$ cat src/rtl/ser_status_pkg.sv
package ser_status_pkg;
  localparam int unsigned REG_W    = 8;
  localparam int unsigned BIT_TXE  = 7;
  localparam int unsigned BIT_RXF  = 6;
  localparam int unsigned BIT_PER  = 3;
  localparam int unsigned BIT_TEND = 2;
  localparam int unsigned BIT_MPB  = 1;

  typedef struct packed {
    logic clrTxEmpty;
    logic clrRxFull;
    logic clrParErr;
    logic rxAccept;
    logic rxParFail;
    logic loadMp;
  } ctlStrobes_t;
endpackage

$ cat src/rtl/ser_status_ctrl.sv
module ser_status_ctrl
  import ser_status_pkg::*;
#(
  parameter int unsigned DW = 8
) (
  input  logic             clk,
  input  logic             rstN,
  input  logic             rdEn,
  input  logic             wrEn,
  input  logic [REG_W-1:0] wrData,
  input  logic             rxEn,
  input  logic             parEnable,
  input  logic             parOdd,
  input  logic             mpFormat,
  input  logic             rxDone,
  input  logic [DW-1:0]    rxWord,
  input  logic             rxParBit,
  input  logic             txEmpty,
  input  logic             rxFull,
  input  logic             parErr,
  output ctlStrobes_t      strb
);
  localparam int unsigned NCLR = 3;

  logic [NCLR-1:0] flagNow;
  logic [NCLR-1:0] armed;
  logic [NCLR-1:0] wrBit;
  logic [NCLR-1:0] clrHit;

  assign flagNow = {txEmpty, rxFull, parErr};
  assign wrBit   = {wrData[BIT_TXE], wrData[BIT_RXF], wrData[BIT_PER]};

  genvar g;
  generate
    for (g = 0; g < NCLR; g++) begin : gArm
      always_ff @(posedge clk or negedge rstN) begin
        if (!rstN)                    armed[g] <= 1'b0;
        else if (wrEn)                armed[g] <= 1'b0;
        else if (rdEn && flagNow[g])  armed[g] <= 1'b1;
      end
      assign clrHit[g] = wrEn && !wrBit[g] && armed[g];
    end
  endgenerate

  logic accept;
  logic parMismatch;

  assign accept      = rxDone && rxEn && !parErr;
  assign parMismatch = (^{rxWord, rxParBit}) != parOdd;

  always_comb begin
    strb            = '0;
    strb.clrTxEmpty = clrHit[2];
    strb.clrRxFull  = clrHit[1];
    strb.clrParErr  = clrHit[0];
    strb.rxAccept   = accept;
    strb.rxParFail  = accept && parEnable && parMismatch;
    strb.loadMp     = accept && mpFormat;
  end

  AST_ARM_AFTER_READ: assert property (@(posedge clk) disable iff (!rstN)
    $rose(armed[1]) |-> $past(rdEn && rxFull && !wrEn));
  AST_WRITE_DISARMS: assert property (@(posedge clk) disable iff (!rstN)
    wrEn |=> (armed == '0));
endmodule

$ cat src/rtl/ser_status_datapath.sv
module ser_status_datapath
  import ser_status_pkg::*;
#(
  parameter int unsigned DW = 8
) (
  input  logic          clk,
  input  logic          rstN,
  input  ctlStrobes_t   strb,
  input  logic          rxEn,
  input  logic          txEn,
  input  logic          txTake,
  input  logic          txLastBit,
  input  logic [DW-1:0] rxWord,
  input  logic          rxMpBit,
  output logic          txEmpty,
  output logic          txEnd,
  output logic          rxFull,
  output logic          parErr,
  output logic          mpBit,
  output logic [DW-1:0] rxData
);
  logic txEndSet;
  logic rxFullSet;
  logic parErrSet;

  assign txEndSet  = !txEn || (txLastBit && txEmpty);
  assign rxFullSet = strb.rxAccept && !strb.rxParFail;
  assign parErrSet = strb.rxAccept && strb.rxParFail;

  always_ff @(posedge clk or negedge rstN) begin
    if (!rstN) begin
      txEmpty <= 1'b1;
      txEnd   <= 1'b1;
      rxFull  <= 1'b0;
      parErr  <= 1'b0;
      mpBit   <= 1'b0;
      rxData  <= '0;
    end else begin
      if (txTake)               txEmpty <= 1'b1;
      else if (strb.clrTxEmpty) txEmpty <= 1'b0;

      if (txEndSet)             txEnd <= 1'b1;
      else if (strb.clrTxEmpty) txEnd <= 1'b0;

      if (rxFullSet)            rxFull <= 1'b1;
      else if (strb.clrRxFull)  rxFull <= 1'b0;

      if (parErrSet)            parErr <= 1'b1;
      else if (strb.clrParErr)  parErr <= 1'b0;

      if (strb.loadMp)          mpBit <= rxMpBit;
      if (strb.rxAccept)        rxData <= rxWord;
    end
  end

  AST_STALL_ON_ERR: assert property (@(posedge clk) disable iff (!rstN)
    parErr |-> !strb.rxAccept);
  AST_ERR_NO_FULL: assert property (@(posedge clk) disable iff (!rstN)
    (strb.rxAccept && strb.rxParFail && !rxFull) |=> (parErr && !rxFull));
  AST_RX_FROZEN: assert property (@(posedge clk) disable iff (!rstN)
    (!rxEn && !strb.clrParErr) |=> ($stable(parErr) && $stable(mpBit)));
  AST_TXEND_DISABLED: assert property (@(posedge clk) disable iff (!rstN)
    !txEn |=> txEnd);
  AST_SET_BEATS_CLEAR: assert property (@(posedge clk) disable iff (!rstN)
    (strb.rxAccept && !strb.rxParFail && strb.clrRxFull) |=> rxFull);
  AST_MP_CAPTURE: assert property (@(posedge clk) disable iff (!rstN)
    strb.loadMp |=> (mpBit == $past(rxMpBit)));
endmodule

$ cat src/rtl/ser_status_flags.sv
module ser_status_flags
  import ser_status_pkg::*;
#(
  parameter int unsigned DW = 8
) (
  input  logic             clk,
  input  logic             rstN,
  input  logic             rdEn,
  input  logic             wrEn,
  input  logic [REG_W-1:0] wrData,
  output logic [REG_W-1:0] rdData,
  input  logic             rxEn,
  input  logic             txEn,
  input  logic             syncMode,
  input  logic             parEnable,
  input  logic             parOdd,
  input  logic             mpFormat,
  input  logic             rxDone,
  input  logic [DW-1:0]    rxWord,
  input  logic             rxParBit,
  input  logic             rxMpBit,
  input  logic             txTake,
  input  logic             txLastBit,
  output logic [DW-1:0]    rxDataOut,
  output logic             rxHold,
  output logic             txHold
);
  ctlStrobes_t strb;
  logic txEmpty, txEnd, rxFull, parErr, mpBit;

  ser_status_ctrl #(.DW(DW)) uCtrl (
    .clk(clk), .rstN(rstN), .rdEn(rdEn), .wrEn(wrEn), .wrData(wrData),
    .rxEn(rxEn), .parEnable(parEnable), .parOdd(parOdd), .mpFormat(mpFormat),
    .rxDone(rxDone), .rxWord(rxWord), .rxParBit(rxParBit),
    .txEmpty(txEmpty), .rxFull(rxFull), .parErr(parErr), .strb(strb)
  );

  ser_status_datapath #(.DW(DW)) uData (
    .clk(clk), .rstN(rstN), .strb(strb), .rxEn(rxEn), .txEn(txEn),
    .txTake(txTake), .txLastBit(txLastBit), .rxWord(rxWord), .rxMpBit(rxMpBit),
    .txEmpty(txEmpty), .txEnd(txEnd), .rxFull(rxFull), .parErr(parErr),
    .mpBit(mpBit), .rxData(rxDataOut)
  );

  always_comb begin
    rdData           = '0;
    rdData[BIT_TXE]  = txEmpty;
    rdData[BIT_RXF]  = rxFull;
    rdData[BIT_PER]  = parErr;
    rdData[BIT_TEND] = txEnd;
    rdData[BIT_MPB]  = mpBit;
  end

  assign rxHold = parErr;
  assign txHold = syncMode && parErr;
endmodule

$ cat config.mk
export PLATFORM = sky130hd
export DESIGN_NAME = ser_status_flags
export DESIGN_NICKNAME = d
export VERILOG_FILES = /design/src/rtl/ser_status_pkg.sv /design/src/rtl/ser_status_ctrl.sv /design/src/rtl/ser_status_datapath.sv /design/src/rtl/ser_status_flags.sv
export SDC_FILE = /design/constraint.sdc
export NUM_CORES = 1
export LEC_CHECK = 0
export CORE_MARGIN = 10
export CORE_UTILIZATION = 35
export CTS_CLUSTER_DIAMETER = 30
export DETAILED_ROUTE_END_ITERATION = 8
export PLACE_DENSITY_LB_ADDON = 0.05
export SLEW_MARGIN = 20
export SYNTH_ARGS = -nofsm -noshare
export SYNTH_HDL_FRONTEND = slang
export SYNTH_SLANG_ARGS = --single-unit
$ cat constraint.sdc
create_clock -name clk -period 2.7 [get_ports clk]
set_clock_uncertainty 0.2 [all_clocks]
set_input_delay 0.54 -clock clk [delete_from_list [all_inputs] [get_ports clk]]
set_output_delay 0.54 -clock clk [all_outputs]
set_load 0.01 [all_outputs]
# After elaboration in Yosys (flattened, before gate mapping)
# Cells that the tools add are included.
[totals]
out_inout_bits = 18
wordCells = 56
register_bits = 16
input_bits = 31
[op_classes]
n_mux = 13
n_reduce_logical = 33
eq_ne = 1
[ops]
columns = ["op", "count"]
rows = [
  ["logical AND 1 bit", 18],
  ["nonzero test 2 bit", 7],
  ["two-way mux 1 bit", 13],
  ["parity 9 bit", 1],
  ["logical NOT 1 bit", 6],
  ["logical OR 1 bit", 1],
  ["!= test 1 bit", 1],
]

# Logic depth before layout (Yosys ltp)
[depth]
depth_word = 7
ltp_mapped = 5
mapped_depth_nobuf = 4

# Cells and area by module
# From an unflattened synthesis, not the netlist that was laid out.
[hier_totals]
cells_unflattened = 69
hier_area_um2 = 837.1
[modules_own_cells]
columns = ["module", "n_inst", "cells_each", "area_per_inst_um2"]
rows = [
  ["ser_status_datapath", 1, 33, 521.8],
  ["ser_status_ctrl", 1, 26, 245.2],
  ["ser_status_flags", 1, 10, 70.1],
]

# Worst setup path after synthesis
# No wires, ideal clock.
[synth_timing]
path_kind = "input to register"
start = "input port rxWord[3]"
end = "register uData.rxFull"
setup_slack_ns = 0.921
t_arrival_ns = 1.510
cell_stages = 4
path_buffers = 0
required_ns = 2.431
cell_sequence = "xor2_1 > xnor3_1 > or3_1 > nand3_1"
[synth_via]
elab_chain_len = 6
[synth_lines]
columns = ["element", "line_no", "text"]
rows = [
  ["start: declaration", "ser_status_flags.sv:19", "input logic [DW-1:0] rxWord,"],
  ["parity 9 bit (*)", "ser_status_ctrl.sv:49", "assign parMismatch = (^{rxWord, rxParBit}) != parOdd;"],
  ["!= test 1 bit (*)", "ser_status_ctrl.sv:49", ""],
  ["logical AND 1 bit (*)", "ser_status_ctrl.sv:57", "strb.rxParFail = accept && parEnable && parMismatch;"],
  ["logical NOT 1 bit (*)", "ser_status_datapath.sv:27", "assign rxFullSet = strb.rxAccept && !strb.rxParFail;"],
  ["logical AND 1 bit (*)", "ser_status_datapath.sv:27", ""],
  ["two-way mux 1 bit / nonzero test 2 bit (equally long branches)", "--", ""],
  ["end signal: assignment", "ser_status_datapath.sv:34", "rxFull <= 1'b0;"],
  ["end signal: assignment", "ser_status_datapath.sv:45", "if (rxFullSet) rxFull <= 1'b1;"],
  ["end signal: assignment", "ser_status_datapath.sv:46", "else if (strb.clrRxFull) rxFull <= 1'b0;"],
  ["end: declaration", "ser_status_datapath.sv:17", "output logic rxFull,"],
]
# Every way passes the cells marked *; elsewhere a longest branch is shown, timed or not.
# A chain may end at the register's enable or synchronous reset.

# Worst setup path in the final report
[layout_timing]
start = "input port syncMode"
end = "output port txHold"
[layout_via]
elab_chain_len = 1
[layout_lines]
columns = ["element", "line_no", "text"]
rows = [
  ["start: declaration", "ser_status_flags.sv:14", "input logic syncMode,"],
  ["logical AND 1 bit", "ser_status_flags.sv:55", "assign txHold = syncMode && parErr;"],
  ["end: declaration", "ser_status_flags.sv:26", "output logic txHold"],
]
# No other way between the ends.

==> results_dict.tcl <==
set metrics [dict create \
    p_clk_share_pct 16.2 \
    holdBufCountCts 0 \
    leakagePower_nw 0.542 \
    port_buffers 40 \
    core_region_area_um2 2170 \
    synth_simple_gate_area_share_pct 21.9 \
    syn_inst 85 \
    critPathArrivalTime_ps 1650 \
    cp_slowest_stage_delay_ps 530 \
    root_buffer "clkbuf_4" \
    routed_wirelength_um 2000 \
    cp_common_cell "clkdlybuf4s50_1" \
    crit_fanout 1 \
    p_sw_share_pct 31.3 \
    dieArea_um2 4550 \
    synthAdderAreaFrac_pct 0 \
    peakVddDrop_v 0.000591 \
    grt_pass1_wl_um 3130 \
    startpoint "syncMode" \
    hpwl_um 1610 \
    clkSinkCount 16 \
    path_class "in2out" \
    max_cap_violations 0 \
    synthTopCellsByArea "dfrtp_1 (44%), nand2_1 (14%), buf_4 (7.6%)" \
    period_minus_slack_ps 2390 \
    slew_headroom_pct 53.5 \
    pre_cts_slack_ps 311 \
    tns_ps 0 \
    syn_to_final_growth_pct 53.2 \
    track_usage_pct 8.90 \
    drt_first_pass_iters 4 \
    startpoint_type "primary input" \
    worstHoldPathCells 2 \
    grt_pass1_vias 656 \
    via_per_inst 4.39 \
    comb_power_share_pct 44.2 \
    yosys_warnings 0 \
    worstMarginPinSlew_ps 696 \
    syn_area_um2 788 \
    wl_per_cell_um 13.3 \
    cp.required_ps 1960 \
    synth_area_per_cell_um2 9.27 \
    p_int_mw 0.662 \
    status "completed" \
    end_kind "output pin" \
    powerDensity_nw_per_um2 797 \
    drc 0 \
    fin_crit_sh_pct 88.3 \
    htreeDepth 1 \
    synth_compound_area_share_pct 5.40 \
    worstHoldStart "uData.rxData[5]" \
    synth_top_area_share_pct 44.4 \
    finalMaxSlewViolations 0 \
    die_height_um 67.5 \
    crit_slowest_cell "clkdlybuf4s50_1" \
    design.portCount 49 \
    synth_seq_cells 16 \
    setup_viol 0 \
    ant_nets 0 \
    post-route-util_pct 55.7 \
    floorplan.initialDensity_pct 36.3 \
    diodes 0 \
    cts_tree "done" \
    holdWs_ps 282 \
    yosysTopAreaCell "dfrtp_1" \
    clkTransAtPathRegs_ps 90 \
    power.share.sequential_pct 39.6 \
    synth-xor-area-share_pct 10.6 \
    nNetsFinal 154 \
    antenna_found_initial 0 \
    hp-class "reg2reg" \
    numCtsBuffers 3 \
    drt-initial-drc-count 36 \
    timing.fmax_ghz 0.419 \
    p_switching_mw 0.301 \
    synth_mux_area_share_pct 1.43 \
    r2r_start "uData.parErr" \
    place_congestion 0.715 \
    yosysSeqAreaShare_pct 51.1 \
    overflow 0 \
    post_cts_resized 0 \
    hold_violations 0 \
    vias 659 \
    synth_cell_types 22 \
    grt_max_degree 17 \
    fin_ws_ps 315 \
    path_cells "clkdlybuf4s50_1 -> and2_1 -> clkdlybuf4s50_1" \
    rsz0062_at_grt "false" \
    post_cts_buffers 0 \
    final_layout_size_suffix_gt1_share_pct 7.38 \
    clockBufferDepth 2 \
    synth_top_family_by_area "simple AND/OR/NAND/NOR gates" \
    clkLatencyLatePin_ps 280 \
    total_power_mw 0.963 \
    r2r_cells 3 \
    fp.dieW_um 67.5 \
    row_count 17 \
]
routing by layer:
metal  track usage, %  share of wire, %  up-vias
li1                 -                 -      332
met1             10.0                40      297
met3             5.29                13        2
met5                0                 0        -
met2             14.1                46       28
met4             2.31              0.85        0
worst max-delay path, delay by kind of cell:
kind | cells | cell delay, ps
buffers and inverters | 2 | 980
and+or+nand+nor | 1 | 120
synth_stat cells (all sizes together):
| cell type | n |
|---|---|
| a21o | 1 |
| a21oi | 3 |
| a22oi | 1 |
| and2 | 1 |
| buf | 8 |
| clkbuf | 2 |
| conb | 1 |
| dfrtp | 14 |
| dfstp | 2 |
| inv | 1 |
| mux2 | 1 |
| nand2 | 29 |
| nand3 | 3 |
| nand3b | 2 |
| nor2 | 4 |
| o21ai | 1 |
| o31ai | 1 |
| or2 | 1 |
| or3 | 1 |
| xnor2 | 6 |
| xnor3 | 1 |
| xor2 | 1 |
area by class of cell:
cell class              count  area (µm²)
repair buffers             41         408
inverters                   1        3.75
multi-input cells          60         322
clock buffers               4        36.3
well taps                  28        35.0
fillers                   222         962
flip-flops and latches     16         403
worst paths after layout:
path | end | slack (ps)
setup / recovery | txHold | 310
hold / removal | uData.rxData[5] | 280
setup reg to reg | uData.rxFull | 1110
hold reg to reg | uData.rxData[5] | 280
max in group asynchronous | uData.rxFull | 1390
min in group asynchronous | uCtrl.armed[1] | 470
kinds of logic after synthesis:
kind of cell | Yosys count
mux | 1
buf+inv | 11
compound gates | 7
xor+xnor | 8
flops | 16
simple gates | 41
other cells | 1
stage by stage:
| step | area, µm² | instances |
|---|---|---|
| 5_1_grt | 1210 | 150 |
| 2_1_floorplan | 796 | 87 |
| 4_1_cts | 1210 | 150 |
| 3_5_place_dp | 1170 | 146 |
| 6_report | 1210 | 150 |
| 3_3_place_gp | 1170 | 146 |
flip-flops by register name, indices dropped and copies added, names as in the netlist:
signal         flops
uCtrl.armed        3
uData.mpBit        1
uData.parErr       1
uData.rxData       8
uData.rxFull       1
uData.txEmpty      1
uData.txEnd        1
cell usage in the layout (no fill, tap or decap), drive strengths merged:
| cell type | count |
|---|---|
| clkdlybuf4s50 | 40 |
| nand2 | 29 |
| dfrtp | 14 |
| xnor2 | 6 |
| nor2 | 4 |
| clkbuf | 4 |
| a21oi | 3 |
| nand3 | 3 |
| conb | 3 |
| nand3b | 2 |
| dfstp | 2 |
| and2 | 1 |
| or2 | 1 |
| mux2 | 1 |
| xor2 | 1 |
| xnor3 | 1 |
| or3 | 1 |
| inv | 1 |
| a22oi | 1 |
| o21ai | 1 |
| o31ai | 1 |
| a21o | 1 |
| buf | 1 |
power by group through the flow:
stage | combinational (mW) | clock (mW) | sequential (mW)
floorplan | 0.177 | 0 | 0.410
global placement | 0.430 | 0 | 0.383
detailed placement | 0.435 | 0 | 0.388
CTS | 0.437 | 0.162 | 0.384
global route | 0.473 | 0.174 | 0.395
finish | 0.426 | 0.156 | 0.382
Power figures use the tool's default switching activity.
